File: src/rtl/sd_sync_gen.sv
module sd_sync_gen #(
  parameter int LINE_SAMPLES = 1716,
  parameter int FRAME_LINES  = 525,
  parameter int ACTIVE_START = 244,
  parameter int ACTIVE_LEN   = 1440,
  parameter bit VS_SHORT     = (FRAME_LINES == 625)
) (
  input  logic                            clk,
  input  logic                            rst_n,
  input  logic [1:0]                      hs_width_sel,
  input  logic [1:0]                      vs_delay_sel,
  input  logic                            vs_half_line,
  input  logic [1:0]                      pix_adjust,
  input  logic                            timing_reset_bit,
  input  logic                            free_run,
  input  logic                            ext_vsync_n,
  output logic                            hsync_n,
  output logic                            vsync_n,
  output logic                            odd_field,
  output logic [$clog2(FRAME_LINES)-1:0]  line_cnt,
  output logic [$clog2(LINE_SAMPLES)-1:0] samp_cnt,
  output logic                            pix_valid
);
  localparam int SW     = $clog2(LINE_SAMPLES);
  localparam int LW     = $clog2(FRAME_LINES);
  localparam int HALF   = LINE_SAMPLES / 2;
  localparam int VS_LEN = (VS_SHORT ? 5 : 6) * HALF;
  localparam int VW     = $clog2(VS_LEN + 1);
  localparam int FIELD1 = (FRAME_LINES + 1) / 2;

  logic          tr_q, ext_q;
  logic [VW-1:0] vs_rem;
  logic [SW-1:0] hs_len, vs_base, vs_off, pv_start, pv_end;

  always_comb begin
    case (hs_width_sel)
      2'd0:    hs_len = SW'(1);
      2'd1:    hs_len = SW'(4);
      2'd2:    hs_len = SW'(16);
      default: hs_len = SW'(128);
    endcase
    case (vs_delay_sel)
      2'd0:    vs_base = SW'(0);
      2'd1:    vs_base = SW'(4);
      2'd2:    vs_base = SW'(8);
      default: vs_base = SW'(18);
    endcase
  end

  assign vs_off   = vs_base + (vs_half_line ? SW'(HALF) : '0);
  assign pv_start = SW'(ACTIVE_START) + SW'(pix_adjust);
  assign pv_end   = pv_start + SW'(ACTIVE_LEN);

  wire tr_fire   = tr_q & ~timing_reset_bit;
  wire ext_fire  = free_run & ext_q & ~ext_vsync_n;
  wire restart   = tr_fire | ext_fire;
  wire samp_last = (samp_cnt == SW'(LINE_SAMPLES - 1));
  wire line_last = !free_run && (line_cnt >= LW'(FRAME_LINES - 1));
  wire vs_hit    = !restart && (line_cnt == '0) && (samp_cnt == vs_off);

  always_ff @(posedge clk or negedge rst_n) begin
    if (!rst_n) begin
      tr_q      <= 1'b0;
      ext_q     <= 1'b1;
      samp_cnt  <= '0;
      line_cnt  <= '0;
      vs_rem    <= '0;
      hsync_n   <= 1'b1;
      vsync_n   <= 1'b1;
      pix_valid <= 1'b0;
      odd_field <= 1'b1;
    end else begin
      tr_q  <= timing_reset_bit;
      ext_q <= ext_vsync_n;

      if (restart) begin
        samp_cnt <= '0;
        line_cnt <= '0;
      end else if (samp_last) begin
        samp_cnt <= '0;
        line_cnt <= line_last ? '0 : line_cnt + LW'(1);
      end else begin
        samp_cnt <= samp_cnt + SW'(1);
      end

      if (restart)            vs_rem <= '0;
      else if (vs_hit)        vs_rem <= VW'(VS_LEN - 1);
      else if (vs_rem != '0)  vs_rem <= vs_rem - VW'(1);

      hsync_n   <= !(samp_cnt < hs_len);
      vsync_n   <= !(vs_hit || (vs_rem != '0));
      pix_valid <= (samp_cnt >= pv_start) && (samp_cnt < pv_end);
      odd_field <= (line_cnt < LW'(FIELD1));
    end
  end
endmodule


File: config.mk
export PLATFORM = sky130hd
export DESIGN_NAME = sd_sync_gen
export DESIGN_NICKNAME = d
export VERILOG_FILES = /design/src/rtl/sd_sync_gen.sv
export SDC_FILE = /design/constraint.sdc
export NUM_CORES = 1
export LEC_CHECK = 0
export BUFFER_PORTS_ARGS = -buffer_cell sky130_fd_sc_hd__buf_2
export CAP_MARGIN = 20
export CELL_PAD_IN_SITES_DETAIL_PLACEMENT = 1
export CELL_PAD_IN_SITES_GLOBAL_PLACEMENT = 1
export CORE_MARGIN = 2
export CORE_UTILIZATION = 30
export CTS_BUF_LIST = sky130_fd_sc_hd__clkbuf_2 sky130_fd_sc_hd__clkbuf_4 sky130_fd_sc_hd__clkbuf_8
export DETAILED_ROUTE_END_ITERATION = 10
export HOLD_SLACK_MARGIN = 0.02
export PLACE_DENSITY_LB_ADDON = 0.1
export SLEW_MARGIN = 20
export SYNTH_ARGS = -nofsm -noshare
export SYNTH_HDL_FRONTEND = slang
export SYNTH_SLANG_ARGS = --single-unit
export TNS_END_PERCENT = 5
File: constraint.sdc
create_clock -name clk -period 7.2 [get_ports clk]
set_input_delay 1.44 -clock clk [delete_from_list [all_inputs] [get_ports clk]]
set_output_delay 1.44 -clock clk [all_outputs]
set_load 0.005 [all_outputs]
==> flow_summary.ini <==
[hold_path]
hp-start = line_cnt[9]$_DFFE_PN0P_
min_path_type = reg -> reg

[place]
portBuffers = 36
dp.cells = 394
place_congestion = 0.770
place_hpwl_um = 4760

[sta]
maxSlewViolCount = 0
post-route-period-util_pct = 43.7
final.setup.tns_ns = 0
worst_pin_slew_ns = 0.909
period_minus_slack_ns = 3.15
fin_skew_ns = 0.00761
grt_setup_unrepaired = no
finalSetupViolations = 0
slew_headroom_pct = 39.4
hold_violations = 0
fmax_mhz = 318

[drt]
met2WireLength_um = 2810
wl_per_cell_um = 15.8
wl_um = 6330
ant_nets = 0
drt_iter0_markers = 42
drcViolationCount = 0
wl_met1_um = 3240
topRoutingLayerUsed = met4
vias = 2035
wl_met3_um = 184
routed_via_density = 5.06
dr.pass1.iters = 4

[clock_tree]
h-tree-depth = 2
cts_inserted_buffers = 5
insertion_delay_ns = 0.30
clk_pin_slew_ns = 0.08
postCtsSetupRepairBufs = 0
postCtsHoldBufs = 0
root_buffer = clkbuf_8
cts_resized = 0
cts_buffer_depth = 2
cts_sinks = 40
tritoncts = done

[finish]
num-nets-final = 322
fin_cells = 402
seqCellArea_um2 = 1010
drive_above_1_share_pct = 17.7
n_antenna_cell = 0
fill_cells = 912
area_growth_pct = 17.0
layout_common_cells = 36 x buf_2, 36 x dfrtp_1, 24 x nor2_1
multi_input_area_um2 = 1270

[pwr]
power_density_nw_per_um2 = 298
leakage_nw = 1.28
ir_drop_mv = 0.0986

[yosys]
async_flop_share_pct = 100
synth_area_um2 = 2390
synth-edff-count = 0
ys_warn_count = 0
ys_types = 42
ys_seq_area_share_pct = 42.0
syn_inst = 267
synth_seq_cells = 40
synth_flop_cell = dfrtp_1
syn_nets = 290
syn_area_per_cell_um2 = 8.97

[worst_setup_path]
slowest_delay_ns = 0.59
rrSetupSlack_ns = 4.62
critPathLaunch = vs_delay_sel[0]
worstPathMaxFanout = 6
required_ns = 7.35
crit_type = in -> reg
critPathArrivalTime_ns = 3.30
crit_slowest_cell = nor3_1
rr_startpoint = samp_cnt[1]$_DFF_PN0_
critPathMostFrequentCell = nor3_1
path_cells = buf_2 > and2_1 > ha_1 > xnor2_1 > nand3_1 > or3_1 > nor3_1 > nor3_1
cp-end-kind = flop
crit_path_start_kind = input port

[global_route]
antenna_found_initial = 0
grt_usage_pct = 15.4
grt_max_degree = 41
grt_pass1_vias = 2024
overflow = 0
grt_pass1_wl_um = 10400

[floorplan]
rows = 32
floorplan.die_area_um2 = 8710
die_h_um = 93.3
fp.coreArea_um2 = 7730
die_w_um = 93.3
io_pins = 37
start_util_pct = 31.0

[run]
maxCapViolCount = 0

[run_status]
status = finished clean
## sequential cells by signal, indices dropped and copies added, names as in the netlist
name / cells
vs_rem: 13
odd_field: 1
pix_valid: 1
hsync_n: 1
line_cnt: 10
vsync_n: 1
samp_cnt: 11
tr_q: 1
ext_q: 1
## path summary, 6_finish.rpt
kind | end | depth (start not counted)
setup / recovery | vs_rem[11]$_DFFE_PN0P_ | 8
hold / removal | odd_field$_DFF_PN1_ | 1
setup reg to reg | line_cnt[5]$_DFFE_PN0P_ | 6
hold reg to reg | odd_field$_DFF_PN1_ | 1
max in group asynchronous | samp_cnt[4]$_DFF_PN0_ | 1
min in group asynchronous | samp_cnt[6]$_DFF_PN0_ | 1
## critical path: cells and delay by family
kind	cells	cell delay, ns
adder cells (fa/ha/maj)	1	0.32
AND/OR/NAND/NOR	5	1.26
XOR/XNOR	1	0.16
buffers and inverters	1	0.11
## cells in the mapped netlist, drive strengths merged, types with 4 or more instances
cell / count / area (µm²)
a21oi: 14 / 70.1
and3: 5 / 31.3
xnor2: 12 / 105
nor3: 12 / 60.1
o21ai: 15 / 75.1
nand4: 6 / 37.5
ha: 11 / 138
nand2b: 9 / 63.8
or3: 7 / 43.8
nand3: 14 / 70.1
nand2: 21 / 78.8
dfrtp: 36 / 901
nor4: 5 / 31.3
dfstp: 4 / 105
xor2: 8 / 70.1
inv: 14 / 52.6
o41ai: 4 / 35.0
and2: 4 / 25.0
nor2b: 4 / 25.0
nor2: 24 / 90.1
clkbuf: 9 / 36.3
or4: 5 / 42.5
## cell families after synthesis
group	count (synthesis)	share of synthesized area [%]
mux	1	0.418
simple gates	124	27.8
compound gates	45	11.8
buf+inv	26	4.96
xor+xnor	20	7.31
flops	40	42.0
fa+ha+maj	11	5.75
## per-stage QoR
step           instance area, µm²  hold WS, ns  power, W  utilization [%]  worst slack [ns]
3_3_place_gp                 2640        0.565  0.000587             34.2              3.78
6_report                     2800        0.563  0.000835             36.3              4.05
2_1_floorplan                2390        0.479  0.000513                -              4.01
5_1_grt                      2800        0.607  0.000897             36.3              3.96
4_1_cts                      2800        0.581  0.000853             36.3              4.07
3_5_place_dp                 2640        0.568  0.000590             34.2              3.73
## power breakdown
part / internal, W / switching, W / total, W
clock network: 0.000173 / 0.0000813 / 0.000255
logic: 0.000119 / 0.000138 / 0.000258
registers: 0.000271 / 0.0000525 / 0.000323
total: 0.000563 / 0.000272 / 0.000835
## per-layer routing
layer	up-vias	global-route usage, %
met1	994	21.8
met2	26	23.1
met5	-	0
met4	0	5.15
li1	1006	-
met3	9	3.38
## final cells by class
| type | instances | area share [%] |
|---|---|---|
| sequential | 40 | 35.9 |
| clock inverter | 3 | 3.21 |
| tap | 102 | 4.55 |
| inverter | 14 | 1.87 |
| clock buffer | 5 | 2.46 |
| timing repair buffer | 37 | 6.70 |
| multi-input combinational | 201 | 45.3 |
Note: power is estimated with default switching activity, not from simulation.
